## config.mk

```make
export PLATFORM = sky130hd
export DESIGN_NAME = trig_unit
export DESIGN_NICKNAME = d
export VERILOG_FILES = /design/src/rtl/trig_pkg.sv /design/src/rtl/trig_match.sv /design/src/rtl/trig_resolve.sv /design/src/rtl/trig_regs.sv /design/src/rtl/trig_unit.sv
export SDC_FILE = /design/constraint.sdc
export NUM_CORES = 1
export LEC_CHECK = 0
export CORE_AREA = 2 2 183 167
export DETAILED_ROUTE_END_ITERATION = 10
export DIE_AREA = 0 0 185 169
export DONT_BUFFER_PORTS = 1
export HOLD_SLACK_MARGIN = 0.06
export PLACE_DENSITY = 0.69
export SLEW_MARGIN = 25
export SYNTH_ARGS = -nofsm -noshare
export SYNTH_HDL_FRONTEND = slang
export SYNTH_HIERARCHICAL = 1
export SYNTH_SLANG_ARGS = --single-unit
```

## constraint.sdc

```tcl
create_clock -name clk -period 7 [get_ports clk]
set_input_delay 1.75 -clock clk [delete_from_list [all_inputs] [get_ports clk]]
set_output_delay 1.75 -clock clk [all_outputs]
set_load 0.02 [all_outputs]
```

## src/rtl/trig_pkg.sv

```systemverilog
`timescale 1ns/1ps
// Shared definitions for the trigger unit: register addresses, privilege
// codes, match mode codes, control bit positions and the stored control record.
package trig_pkg;

    typedef enum logic [1:0] {
        RA_SEL  = 2'd0,
        RA_CTRL = 2'd1,
        RA_DATA = 2'd2,
        RA_NONE = 2'd3
    } reg_addr_e;

    typedef enum logic [1:0] {
        PRV_U   = 2'd0,
        PRV_S   = 2'd1,
        PRV_RSV = 2'd2,
        PRV_M   = 2'd3
    } priv_e;

    localparam logic [3:0] MM_EQ = 4'd0;
    localparam logic [3:0] MM_GE = 4'd2;
    localparam logic [3:0] MM_LT = 4'd3;

    localparam int unsigned CB_EXE   = 0;
    localparam int unsigned CB_ST    = 1;
    localparam int unsigned CB_LD    = 2;
    localparam int unsigned CB_U     = 3;
    localparam int unsigned CB_S     = 4;
    localparam int unsigned CB_M     = 5;
    localparam int unsigned CB_MATCH = 6;
    localparam int unsigned CB_CHAIN = 10;
    localparam int unsigned CB_ACT   = 11;

    typedef struct packed {
        logic       dmode;
        logic       action;
        logic       chain;
        logic [3:0] mmode;
        logic       en_m;
        logic       en_s;
        logic       en_u;
        logic       en_ld;
        logic       en_st;
        logic       en_x;
    } trig_ctrl_t;

endpackage

```

## src/rtl/trig_match.sv

```systemverilog
`timescale 1ns/1ps
// One trigger's comparator for one access port.
// Assumes the control record is already legal; unknown match modes never hit.
module trig_match
    import trig_pkg::*;
#(
    parameter int XLEN = 32
) (
    input  trig_ctrl_t        ctrl,
    input  logic [XLEN-1:0]   tval,
    input  logic              acc_valid,
    input  logic [XLEN-1:0]   acc_addr,
    input  logic              acc_x,
    input  logic              acc_ld,
    input  logic              acc_st,
    input  logic [1:0]        priv,
    output logic              match
);

    logic priv_ok;
    logic kind_ok;
    logic cmp_ok;

    // Privilege qualification from the current privilege code.
    always_comb begin
        unique case (priv_e'(priv))
            PRV_U:   priv_ok = ctrl.en_u;
            PRV_S:   priv_ok = ctrl.en_s;
            PRV_M:   priv_ok = ctrl.en_m;
            default: priv_ok = 1'b0;
        endcase
    end

    // Access-kind qualification.
    assign kind_ok = (acc_x & ctrl.en_x) | (acc_ld & ctrl.en_ld) | (acc_st & ctrl.en_st);

    // Address comparison selected by the match mode.
    always_comb begin
        if (ctrl.mmode == MM_EQ)
            cmp_ok = (acc_addr == tval);
        else if (ctrl.mmode == MM_GE)
            cmp_ok = (acc_addr >= tval);
        else if (ctrl.mmode == MM_LT)
            cmp_ok = (acc_addr < tval);
        else
            cmp_ok = 1'b0;
    end

    assign match = acc_valid & priv_ok & kind_ok & cmp_ok;

endmodule

```

## src/rtl/trig_resolve.sv

```systemverilog
`timescale 1ns/1ps
// Turns per-trigger matches of one port into breakpoint / debug requests.
// Applies pair chaining (a chained trigger gates its successor) and gives
// debug entry precedence over breakpoint. Assumes no two adjacent chain bits.
module trig_resolve
    import trig_pkg::*;
#(
    parameter int N = 4
) (
    input  trig_ctrl_t [N-1:0] ctrl,
    input  logic [N-1:0]       m,
    output logic               bkpt,
    output logic               dbg
);

    logic [N-1:0] fire;
    logic [N-1:0] act;

    for (genvar i = 0; i < N; i++) begin : g_fire
        logic gate_ok;
        // Predecessor in a chain must match as well.
        if (i > 0) begin : g_prev
            assign gate_ok = !ctrl[i-1].chain || m[i-1];
        end else begin : g_first
            assign gate_ok = 1'b1;
        end
        // A chained trigger produces no request of its own.
        assign fire[i] = m[i] && !ctrl[i].chain && gate_ok;
        assign act[i]  = ctrl[i].action;
    end

    assign dbg  = |(fire & act);
    assign bkpt = |(fire & ~act) && !dbg;

endmodule

```

## src/rtl/trig_regs.sv

```systemverilog
`timescale 1ns/1ps
// Register file of the trigger unit: index register plus per-trigger control
// and data, with the debug-only lock and chain legality rules on write.
// Assumes writes come from machine mode or debug mode.
module trig_regs
    import trig_pkg::*;
#(
    parameter int N    = 4,
    parameter int XLEN = 32,
    localparam int SW  = (N > 1) ? $clog2(N) : 1
) (
    input  logic                  clk,
    input  logic                  rst_n,
    input  logic                  csr_we,
    input  logic [1:0]            csr_waddr,
    input  logic [XLEN-1:0]       csr_wdata,
    input  logic [1:0]            csr_raddr,
    input  logic                  in_debug,
    output logic [XLEN-1:0]       csr_rdata,
    output logic [SW-1:0]         sel_o,
    output trig_ctrl_t [N-1:0]    ctrl_o,
    output logic [N-1:0][XLEN-1:0] data_o
);

    localparam int unsigned DM_BIT = XLEN - 5;

    logic [SW-1:0] sel_q;
    trig_ctrl_t    wr_c;
    logic          we_sel;
    logic          we_ctrl;
    logic          we_data;

    assign we_sel  = csr_we && (reg_addr_e'(csr_waddr) == RA_SEL);
    assign we_ctrl = csr_we && (reg_addr_e'(csr_waddr) == RA_CTRL);
    assign we_data = csr_we && (reg_addr_e'(csr_waddr) == RA_DATA);
    assign sel_o   = sel_q;

    // Index register; out-of-range values are dropped.
    always_ff @(posedge clk) begin
        if (!rst_n)
            sel_q <= '0;
        else if (we_sel && (csr_wdata < XLEN'(N)))
            sel_q <= csr_wdata[SW-1:0];
    end

    // Decode of the written word into a control record.
    always_comb begin
        wr_c.en_x   = csr_wdata[CB_EXE];
        wr_c.en_st  = csr_wdata[CB_ST];
        wr_c.en_ld  = csr_wdata[CB_LD];
        wr_c.en_u   = csr_wdata[CB_U];
        wr_c.en_s   = csr_wdata[CB_S];
        wr_c.en_m   = csr_wdata[CB_M];
        wr_c.mmode  = csr_wdata[CB_MATCH +: 4];
        wr_c.chain  = csr_wdata[CB_CHAIN];
        wr_c.action = csr_wdata[CB_ACT];
        wr_c.dmode  = csr_wdata[DM_BIT] && in_debug;
    end

    for (genvar i = 0; i < N; i++) begin : g_trig
        trig_ctrl_t      c_q;
        trig_ctrl_t      c_nxt;
        logic [XLEN-1:0] d_q;
        logic            prev_ch;
        logic            next_ch;
        logic            next_dm;
        logic            has_next;
        logic            may_chain;
        logic            tgt;
        logic            lock;

        if (i > 0) begin : g_p
            assign prev_ch = ctrl_o[i-1].chain;
        end else begin : g_np
            assign prev_ch = 1'b0;
        end

        if (i < N - 1) begin : g_n
            assign next_ch  = ctrl_o[i+1].chain;
            assign next_dm  = ctrl_o[i+1].dmode;
            assign has_next = 1'b1;
        end else begin : g_nn
            assign next_ch  = 1'b0;
            assign next_dm  = 1'b0;
            assign has_next = 1'b0;
        end

        assign may_chain = has_next && !prev_ch && !next_ch && (in_debug || !next_dm);
        assign tgt       = (sel_q == SW'(i));
        assign lock      = c_q.dmode && !in_debug;

        // New control value with the chain bit filtered by legality.
        always_comb begin
            c_nxt       = wr_c;
            c_nxt.chain = wr_c.chain && may_chain;
        end

        // Control and data storage, locked outside debug when debug-only.
        always_ff @(posedge clk) begin
            if (!rst_n) begin
                c_q <= '0;
                d_q <= '0;
            end else if (tgt && !lock) begin
                if (we_ctrl)
                    c_q <= c_nxt;
                if (we_data)
                    d_q <= csr_wdata;
            end
        end

        assign ctrl_o[i] = c_q;
        assign data_o[i] = d_q;
    end

    // Re-encodes a stored control record as a register word.
    function automatic logic [XLEN-1:0] pack_ctrl(trig_ctrl_t c);
        logic [XLEN-1:0] w;
        w                  = '0;
        w[CB_EXE]          = c.en_x;
        w[CB_ST]           = c.en_st;
        w[CB_LD]           = c.en_ld;
        w[CB_U]            = c.en_u;
        w[CB_S]            = c.en_s;
        w[CB_M]            = c.en_m;
        w[CB_MATCH +: 4]   = c.mmode;
        w[CB_CHAIN]        = c.chain;
        w[CB_ACT]          = c.action;
        w[DM_BIT]          = c.dmode;
        return w;
    endfunction

    // Read multiplexer.
    always_comb begin
        unique case (reg_addr_e'(csr_raddr))
            RA_SEL:  csr_rdata = XLEN'(sel_q);
            RA_CTRL: csr_rdata = pack_ctrl(ctrl_o[sel_q]);
            RA_DATA: csr_rdata = data_o[sel_q];
            default: csr_rdata = '0;
        endcase
    end

endmodule

```

## src/rtl/trig_unit.sv

```systemverilog
`timescale 1ns/1ps
// Top of the chainable address-match trigger unit. Holds N triggers, compares
// each against the fetch and load/store ports in parallel and returns
// per-port breakpoint / debug-entry requests in the same cycle.
// Assumes one access per port per cycle and privilege codes 0/1/3.
module trig_unit
    import trig_pkg::*;
#(
    parameter int N    = 4,
    parameter int XLEN = 32
) (
    input  logic            clk,
    input  logic            rst_n,
    input  logic            csr_we,
    input  logic [1:0]      csr_waddr,
    input  logic [XLEN-1:0] csr_wdata,
    input  logic [1:0]      csr_raddr,
    output logic [XLEN-1:0] csr_rdata,
    input  logic            in_debug,
    input  logic [1:0]      priv,
    input  logic            if_valid,
    input  logic [XLEN-1:0] if_addr,
    input  logic            ls_valid,
    input  logic            ls_store,
    input  logic [XLEN-1:0] ls_addr,
    output logic [N-1:0]    hit,
    output logic            if_bkpt,
    output logic            if_dbg,
    output logic            ls_bkpt,
    output logic            ls_dbg
);

    localparam int SW = (N > 1) ? $clog2(N) : 1;

    logic [SW-1:0]          sel_w;
    trig_ctrl_t [N-1:0]     ctrl_w;
    logic [N-1:0][XLEN-1:0] data_w;
    logic [N-1:0]           if_m;
    logic [N-1:0]           ls_m;

    trig_regs #(.N(N), .XLEN(XLEN)) regs_i (
        .clk       (clk),
        .rst_n     (rst_n),
        .csr_we    (csr_we),
        .csr_waddr (csr_waddr),
        .csr_wdata (csr_wdata),
        .csr_raddr (csr_raddr),
        .in_debug  (in_debug),
        .csr_rdata (csr_rdata),
        .sel_o     (sel_w),
        .ctrl_o    (ctrl_w),
        .data_o    (data_w)
    );

    for (genvar i = 0; i < N; i++) begin : g_cmp
        // Fetch-port comparator.
        trig_match #(.XLEN(XLEN)) if_cmp_i (
            .ctrl      (ctrl_w[i]),
            .tval      (data_w[i]),
            .acc_valid (if_valid),
            .acc_addr  (if_addr),
            .acc_x     (1'b1),
            .acc_ld    (1'b0),
            .acc_st    (1'b0),
            .priv      (priv),
            .match     (if_m[i])
        );
        // Load/store-port comparator.
        trig_match #(.XLEN(XLEN)) ls_cmp_i (
            .ctrl      (ctrl_w[i]),
            .tval      (data_w[i]),
            .acc_valid (ls_valid),
            .acc_addr  (ls_addr),
            .acc_x     (1'b0),
            .acc_ld    (!ls_store),
            .acc_st    (ls_store),
            .priv      (priv),
            .match     (ls_m[i])
        );
    end

    trig_resolve #(.N(N)) if_res_i (
        .ctrl (ctrl_w),
        .m    (if_m),
        .bkpt (if_bkpt),
        .dbg  (if_dbg)
    );

    trig_resolve #(.N(N)) ls_res_i (
        .ctrl (ctrl_w),
        .m    (ls_m),
        .bkpt (ls_bkpt),
        .dbg  (ls_dbg)
    );

    assign hit = if_m | ls_m;

endmodule

```

==> results_dict.tcl, run 1 <==
set metrics [dict create \
    wirelength_um 52300 \
    hold_ws_ns 0.489 \
    critical_path_peak_fanout 5 \
    drv_slew 0 \
    worst_hold_path_type "reg -> reg" \
    finalPower_mw 2.31 \
    route.detailed.drc 0 \
    cts.sinks 181 \
    drt_pass1_iterations 5 \
    viasPerCell 6.15 \
    min_period_ns 6.74 \
    syn_to_final_growth_pct 5.51 \
    status "finished, final reports clean" \
    drive_above_1_share_pct 7.26 \
    dr_total_vias 14200 \
    die_area_mm2 0.0313 \
    start_kind "input port" \
    leakage_nw 5.66 \
    place_area_mm2 0.0161 \
    ys_warn_count 6 \
    hold_viol 0 \
    peakVddDrop_mv 0.138 \
    antenna_left 0 \
    dp.cells 2272 \
    required_ns 5.25 \
    fin_cells 2304 \
    finClkSkew_ns 0.0145 \
    comb_power_share_pct 12.4 \
    wl_per_cell_um 22.7 \
    portBuffers 0 \
    clkPwrFrac_pct 42.1 \
    cap_viol_max_count 0 \
    worstPathArrival_ns 4.99 \
    syn-cell-area_mm2 0.0158 \
    crit_type "in -> out" \
    n_fill_cell 2739 \
    die_h_um 169 \
    grt_pass1_wl_um 79500 \
    post_cts.repair.setup_buffers 0 \
    period_share_pct 96.3 \
    io_pins 149 \
    seqPwrFrac_pct 45.4 \
    core_area_mm2 0.0294 \
    tightest_slew_ns 1.16 \
    maxSlewHeadroom_pct 21.9 \
    clkLatencyLatePin_ns 0.44 \
    antenna_cells 0 \
    pre_cts_slack_ns 0.501 \
    final_util_pct 56.8 \
    clockBufferDepth 2 \
    clockRootBuffer "clkbuf_16" \
    gr-total-overflow 0 \
    rsz0062_at_grt "false" \
    fin_nets 2253 \
    switching_share_pct 27.5 \
    setup_violations 0 \
    initial_core_util_pct 53.8 \
    first_iter_violations 1459 \
    grt_start_max_net_pins 184 \
    p_int_mw 1.67 \
    numCtsBuffers 17 \
    grt_pass1_vias 13600 \
    fin_ws_ns 0.262 \
    fin_setup_tns_ns 0 \
    synth.avg_cell_area_um2 8.25 \
    hold_buffers 0 \
    num_rows 60 \
    p_per_area_mw_per_mm2 138 \
    cts_resized 0 \
    detailed_place_hpwl_um 39500 \
    cts_tree "done" \
    grtUsageTotal_pct 33.5 \
    die_width_um 185 \
    netSwitchingPower_mw 0.636 \
    antenna_found_initial 1 \
    worst_setup_path_end_kind "output port" \
    gp_congestion 0.967 \
    final_area_mm2 0.0167 \
    timing.fmax_mhz 148 \
    synthCells 1921 \
    clk_pin_slew_worst_paths_ns 0.07 \
    ctsHtreeMaxLevel 4 \
]
-- power by group through the flow --
stage               Clock, mW  Sequential, mW  Combinational, mW
global placement            0            1.07              0.266
global route             1.03            1.05              0.321
floorplan                   0            1.07              0.226
CTS                     0.983            1.05              0.280
detailed placement          0            1.07              0.278
finish                  0.973            1.05              0.287
-- routing by layer --
layer	share of wire [%]	GRT usage, %	vias up
met5	0.025	0	-
met3	10	7.55	120
met4	3.8	13.0	2
met2	43	51.7	645
met1	43	45.5	6761
li1	-	-	6652
-- worst max-delay path: stages --
cell      delay (ns)
ha_1            0.31
nand4_1         0.14
or3_2           0.21
a21oi_1         0.11
nor4_1          0.99
o41a_1          0.29
o211ai_2        0.15
nand2b_1        0.21
a31oi_2         0.21
o211ai_2        0.21
a31oi_1         0.21
buf_4           0.17
-- state kept, by name, indices dropped and copies added (netlist names) --
| name | count |
|---|---|
| regs_i/g_trig.d_q | 128 |
| regs_i/ctrl_o | 45 |
| regs_i/g_trig.next_dm | 3 |
| regs_i/g_trig.next_ch | 2 |
| regs_i/sel_o | 2 |
| regs_i/g_trig.prev_ch | 1 |
-- area by class of cell --
type	instances	area [um2]	area share, %
multi-input combinational	1401	10900	65.0
sequential	181	3630	21.7
inverter	270	1010	6.06
tap	403	504	3.02
clock buffer	18	429	2.57
clock inverter	14	144	0.861
timing repair buffer	17	135	0.808
-- cells in the final DEF (no fill, tap or decap), drive strengths merged, types with 5 or more instances in the layout --
cell type and count:
nor3 23, or3 27, o211a 8, a22o 11, nand2 313, or4bb 8, nor2 34, o211ai 18
o2111ai 8, inv 277, mux2i 62, nand3b 5, a21boi 130, nand3 34, a2111oi 8, nor4 15
o21ai 17, clkbuf 18, buf 17, ha 256, nand2b 24, nor2b 66, or4 8, o41a 8
conb 17, a31oi 12, nand4 59, a21o 17, mux4 43, and2 20, a21oi 97, dfxtp 181
a211oi 24, a222oi 8
-- path summary, 6_finish.rpt --
path | startpoint | end | slack [ns] | cells past startpoint
setup reg to reg | regs_i/sel_o[0]$_SDFFE_PN0P_ | regs_i/ctrl_o[44]$_SDFFE_PN0P_ | 4.17 | 6
setup / recovery | ls_addr[15] | ls_bkpt | 0.26 | 12
hold reg to reg | regs_i/g_trig[1].d_q[5]$_SDFFE_PN0P_ | regs_i/g_trig[1].d_q[5]$_SDFFE_PN0P_ | 0.49 | 2
hold / removal | regs_i/g_trig[1].d_q[5]$_SDFFE_PN0P_ | regs_i/g_trig[1].d_q[5]$_SDFFE_PN0P_ | 0.49 | 2
Note: power is estimated with default switching activity, not from simulation.
==> run 2, diff against run 1 <==
CORE_AREA = 2 2 172 157   (was 2 2 183 167)
DIE_AREA = 0 0 174 159   (was 0 0 185 169)
HOLD_SLACK_MARGIN = unset   (was 0.06)
PLACE_DENSITY = 0.77   (was 0.69)
==> run 2 against run 1 <==
Die area shrank 12%. Count of clock-buffer cells in the layout is 1 higher. Core utilization rose by 7.8 points. Fmax grew 2.9%. Register-to-register slack got worse by 0.31 ns. Highest routed layer unchanged. Non-clock buffer count down 2. Sequential cell count unchanged. Largest power group unchanged.
==> results_dict.tcl, run 2 (synthesis results as in run 1) <==
set metrics [dict create \
    io_pins 149 \
    initial_core_util_pct 61.4 \
    core_area_mm2 0.0258 \
    fin_cells 2246 \
    start_kind "input port" \
    highest_layer "met5" \
    route.detailed.drc 0 \
    critical_path_peak_fanout 5 \
    startpoint "if_addr[18]" \
    gr-total-overflow 0 \
    syn_to_final_growth_pct 5.11 \
    worst_setup_path_end_kind "output port" \
    required_ns 5.25 \
    die_area_mm2 0.0277 \
    drt-met1-wl_um 21600 \
    peakVddDrop_mv 0.131 \
    hold_buffers 0 \
    worst_hold_path_type "reg -> reg" \
    mostFrequentLayoutCell "nand2_1" \
    multi_input_area_mm2 0.0109 \
    setup_violations 0 \
    rsz0062_at_grt "false" \
    rrSetupSlack_ns 3.86 \
    r2r-start "regs_i/sel_o[1]$_SDFFE_PN0P_" \
    clockBufferDepth 2 \
    viasPerCell 6.45 \
    wirelength_um 52400 \
    tightest_slew_ns 1.12 \
    leakage_nw 5.64 \
    dr_total_vias 14500 \
    gp_congestion 1.02 \
    timing.fmax_mhz 153 \
    maxSlewHeadroom_pct 25.3 \
    drt_pass1_iterations 7 \
    die_h_um 159 \
    clkLatencyLatePin_ns 0.44 \
    hp-start "regs_i/g_trig[1].d_q[4]$_SDFFE_PN0P_" \
    n_fill_cell 2293 \
    hold_viol 0 \
    wl_met3_um 5500 \
    ctsHtreeMaxLevel 4 \
    first_iter_violations 1506 \
    worstPathArrival_ns 4.80 \
    num_rows 56 \
    clockRootBuffer "clkbuf_16" \
    detailed_place_hpwl_um 39200 \
    cts_resized 0 \
    min_period_ns 6.55 \
    fin_nets 2251 \
    portBuffers 0 \
    clk_pin_slew_worst_paths_ns 0.07 \
    period_share_pct 93.5 \
    grt_pass1_vias 13900 \
    grtUsageTotal_pct 37.0 \
    wl_per_cell_um 23.3 \
    finClkSkew_ns 0.00975 \
    numCtsBuffers 17 \
    post_cts.repair.setup_buffers 0 \
    antenna_left 0 \
    antenna_found_initial 3 \
    grt_start_max_net_pins 184 \
    dr_wl_met2_um 23400 \
    grt_pass1_wl_um 79300 \
    status "finished, final reports clean" \
    layout_common_cells "nand2_1 (313), inv_1 (270), ha_1 (256)" \
    p_per_area_mw_per_mm2 141 \
    cts.sinks 181 \
    fin_setup_tns_ns 0 \
    seq_area_mm2 0.00363 \
    drive_above_1_share_pct 7.11 \
    dp.cells 2214 \
    die_width_um 174 \
    drv_slew 0 \
    top_register "regs_i/g_trig.d_q" \
    largest_reg_flops 128 \
    cts_tree "done" \
    crit_type "in -> out" \
    antenna_cells 0 \
    cap_viol_max_count 0 \
]
run 2: cell types whose count changed in the layout (fill, tap and decap cells not counted), sizes merged:
cell	change
buf	-2
bufinv	+1
inv	-3
clkbuf	+1
clkinvlp	+3
clkinv	-3
run 2: power by group:
| part | internal (mW) | switching [mW] |
|---|---|---|
| Clock | 0.542 | 0.469 |
| Combinational | 0.132 | 0.154 |
| Sequential | 1.04 | 0.0121 |
| Total | 1.71 | 0.634 |
run 2: worst max-delay path: stages:
cell and delay, ns:
ha_1 0.30, a211oi_1 0.30, a211oi_1 0.13, a2111oi_0 0.69, o211a_2 0.32, or4bb_1 0.14, o211ai_2 0.14, and4b_1 0.26
a31oi_2 0.17, o211ai_2 0.21, a31oi_1 0.20, buf_4 0.17
run 2: area by class of cell:
type	count	area share (%)
Timing Repair Buffer	15	0.699
Clock buffer	19	2.66
Tap cell	348	2.61
Clock inverter	12	0.879
Sequential cell	181	21.8
Multi-Input combinational cell	1401	65.3
Inverter	270	6.09
run 2: metrics by stage:
stage | setup slack [ns] | cell area, um2 | total power, mW | hold slack (ns) | utilization (%)
6_report | 0.455 | 16700 | 2.34 | 0.490 | 64.6
3_3_place_gp | 0.496 | 16100 | 1.34 | 0.471 | 62.2
3_5_place_dp | 0.504 | 16100 | 1.35 | 0.482 | 62.2
2_1_floorplan | 1.03 | 15900 | 1.29 | 0.458 | -
4_1_cts | 0.481 | 16600 | 2.34 | 0.492 | 64.5
5_1_grt | 0.287 | 16700 | 2.42 | 0.514 | 64.6
run 2: final timing paths:
check	end	cells after the start
worst min-delay path	regs_i/g_trig[1].d_q[4]$_SDFFE_PN0P_	2
worst min register to register	regs_i/g_trig[1].d_q[4]$_SDFFE_PN0P_	2
worst max register to register	regs_i/g_trig[3].d_q[2]$_SDFFE_PN0P_	6
worst max-delay path	if_bkpt	12
run 2: metal layers:
layer / vias to the layer above / GRT usage, %
met5: - / 0
met4: 2 / 14.4
met3: 133 / 9.53
met2: 781 / 57.6
met1: 6926 / 49.3
li1: 6650 / -
==> run 3, diff against run 2 <==
CORE_AREA = 2 2 168 153   (was 2 2 172 157)
DIE_AREA = 0 0 170 155   (was 0 0 174 159)
SYNTH_HIERARCHICAL = unset   (was 1)
==> run 3 against run 2 <==
Clock skew is 0.0046 ns higher. Core utilization is 0.056 points lower. Final area down 4.0%. Register-to-register slack worse by 0.04 ns. First-iteration DRC count decreased by 4.6%. Fmax down 2.6%. Setup slack lost 0.17 ns. Non-clock buffer count increased by 3. Clock power barely moved. Wire length decreased by 2.5%. Via count decreased by 4.3%. Critical path depth down 4. Largest power group unchanged.
==> results_dict.tcl, run 3 <==
set metrics [dict create \
    wl_per_cell_um 24.5 \
    cap_viol_max_count 0 \
    ctsHtreeMaxLevel 4 \
    clockRootBuffer "clkbuf_16" \
    core_area_mm2 0.0248 \
    ys_warn_count 0 \
    worstReg2RegEnd "regs_i.g_trig[1].prev_ch$_SDFFE_PN0P_" \
    grtUsageTotal_pct 38.6 \
    layout_common_cells "nand2_1 (338), ha_1 (256), dfxtp_1 (179)" \
    worst_setup_path_end_kind "output port" \
    p_per_area_mw_per_mm2 149 \
    clkLatencyLatePin_ns 0.45 \
    synthDistinctLibCells 70 \
    comb_power_share_pct 12.5 \
    yosysSeqAreaShare_pct 24.1 \
    initial_core_util_pct 60.8 \
    syn_nets 2177 \
    rsz0062_at_grt "false" \
    min_period_ns 6.72 \
    viasPerCell 6.63 \
    fin_setup_tns_ns 0 \
    die_area_mm2 0.0264 \
    drv_slew 0 \
    antenna_cells 0 \
    synth.avg_cell_area_um2 8.31 \
    io_pins 149 \
    numCtsBuffers 17 \
    netSwitchingPower_mw 0.716 \
    top_register "regs_i.g_trig.d_q" \
    period_share_pct 96.0 \
    n_fill_cell 2163 \
    hold_end "regs_i.g_trig[0].d_q[22]$_SDFFE_PN0P_" \
    crit_family "simple AND/OR/NAND/NOR gates" \
    status "finished, final reports clean" \
    cp_num_cells 8 \
    synth_most_common_cell "nand2_1" \
    num_rows 55 \
    first_iter_violations 1436 \
    switching_share_pct 30.0 \
    detailed_place_hpwl_um 38600 \
    synth_edf_count 0 \
    cts_tree "done" \
    clkPwrFrac_pct 43.7 \
    drive_above_1_share_pct 7.15 \
    synth_area_leader_cell "dfxtp_1" \
    final_area_mm2 0.0160 \
    syn-cell-area_mm2 0.0151 \
    grt_start_max_net_pins 182 \
    p_int_mw 1.67 \
    crit_type "in -> out" \
    ys_async_sr_fraction_pct 0 \
    synthTopCellsByArea "dfxtp_1 (24%), ha_1 (21%), nand2_1 (8.4%)" \
    seqPwrFrac_pct 43.8 \
    yosys_most_used_dff "dfxtp_1" \
    dr_total_vias 13900 \
    crit_chain "ha_1, nand4_1, nor4_2, nand3_1, or4_1, a31oi_1, a32oi_1, a31oi_2" \
    clockBufferDepth 2 \
    crit_slowest_cell "nor4_2" \
    drt-met1-wl_um 22000 \
    fin_ws_ns 0.280 \
    slowest_delay_ns 0.68 \
    worstHoldPathCells 2 \
    syn_to_final_growth_pct 6.21 \
    multi_input_area_mm2 0.0106 \
    highest_layer "met5" \
    largest_reg_flops 128 \
    synthCells 1812 \
    synthTopCellsByCount "nand2_1 (338), ha_1 (256), dfxtp_1 (181)" \
    maxSlewHeadroom_pct 24.3 \
    die_width_um 170 \
    fin_nets 2129 \
    portBuffers 0 \
    postSynthRegisterBits 181 \
    seq_area_mm2 0.00363 \
    setup_violations 0 \
    mostFrequentLayoutCell "nand2_1" \
    grt_pass1_vias 13100 \
    antenna_found_initial 3 \
    gr-total-overflow 0 \
    worstPathArrival_ns 4.97 \
    place_area_mm2 0.0153 \
    die_h_um 155 \
    finClkSkew_ns 0.0143 \
    reg2regPathDepth 6 \
    antenna_left 0 \
    r2r-start "regs_i.sel_o[1]$_SDFFE_PN0P_" \
    required_ns 5.25 \
    leakage_nw 5.60 \
    grt_pass1_wl_um 76600 \
    worst_hold_path_type "reg -> reg" \
    gp_congestion 1.04 \
    hp-start "regs_i.g_trig[0].d_q[22]$_SDFFE_PN0P_" \
    route.detailed.drc 0 \
    cts.sinks 181 \
    wl_met3_um 5980 \
    start_kind "input port" \
    critical_path_peak_fanout 4 \
    drt_pass1_iterations 5 \
    dr_wl_met2_um 21400 \
    post_cts.repair.setup_buffers 0 \
    clk_pin_slew_worst_paths_ns 0.09 \
    peakVddDrop_mv 0.154 \
    yosysTopAreaCellShare_pct 24.1 \
    hold_viol 0 \
    rrSetupSlack_ns 3.82 \
    timing.fmax_mhz 149 \
    pre_cts_slack_ns 0.184 \
    wirelength_um 51100 \
    worst-path-buf-inv 0 \
    tightest_slew_ns 1.12 \
]
==> run 3: final cells by class <==
class	count	share of cell area, %
multi-input cells	1399	66.2
flip-flops and latches	181	22.7
inverters	147	3.45
clock buffers	17	2.66
well taps	313	2.45
clock inverters	15	1.33
repair buffers	18	1.17
==> run 3: repair_timing <==
| action | CTS | global route |
|---|---|---|
| gates resized for setup | 0 | 1 |
| hold buffers | 0 | 0 |
| setup endpoints to repair | 0 | 1 |
==> run 3: worst max-delay path by stage <==
stage,startpoint,end,slack (ns)
finish,ls_addr[27],ls_bkpt,0.28
global route,ls_addr[27],ls_bkpt,0.23
CTS,ls_addr[27],ls_bkpt,0.17
detailed placement,ls_addr[27],ls_bkpt,0.18
global placement,ls_addr[27],ls_bkpt,0.09
floorplan,ls_addr[23],ls_bkpt,0.98
==> run 3: kinds of logic after synthesis <==
| group | Yosys count | share of synthesized area [%] |
|---|---|---|
| buf+inv | 232 | 5.80 |
| flops | 181 | 24.1 |
| compound gates | 383 | 17.1 |
| simple gates | 651 | 20.7 |
| fa+ha+maj | 256 | 21.3 |
| mux | 109 | 10.9 |
==> run 3: worst register-to-register path, delay by kind of cell, from the launching register on <==
kind | cells | cell delay [ns]
AO/OA/AOI/OAI | 3 | 1.20
buffers and inverters | 1 | 0.42
flip-flops | 1 | 0.55
AND/OR/NAND/NOR | 2 | 0.96
==> run 3: power groups by stage <==
stage / sequential (mW) / combinational (mW) / clock (mW)
after floorplan: 1.07 / 0.232 / 0
after global placement: 1.07 / 0.280 / 0
after detailed placement: 1.07 / 0.288 / 0
after CTS: 1.04 / 0.291 / 1.05
after global routing: 1.05 / 0.335 / 1.09
final: 1.04 / 0.299 / 1.04
==> run 3: stage by stage <==
stage | hold WS (ns) | std cells | util (%) | total power, mW
after CTS | 0.484 | 2089 | 64.4 | 2.38
after floorplan | 0.453 | 1812 | - | 1.30
after global placement | 0.462 | 2055 | 61.6 | 1.35
final | 0.481 | 2090 | 64.5 | 2.39
after global routing | 0.502 | 2090 | 64.5 | 2.47
after detailed placement | 0.471 | 2057 | 61.8 | 1.36
==> run 3: metal layers <==
layer / up-vias / track usage [%]
met5: - / 0.756
met2: 747 / 56.7
met4: 6 / 13.8
li1: 6394 / -
met1: 6594 / 53.4
met3: 122 / 11.9
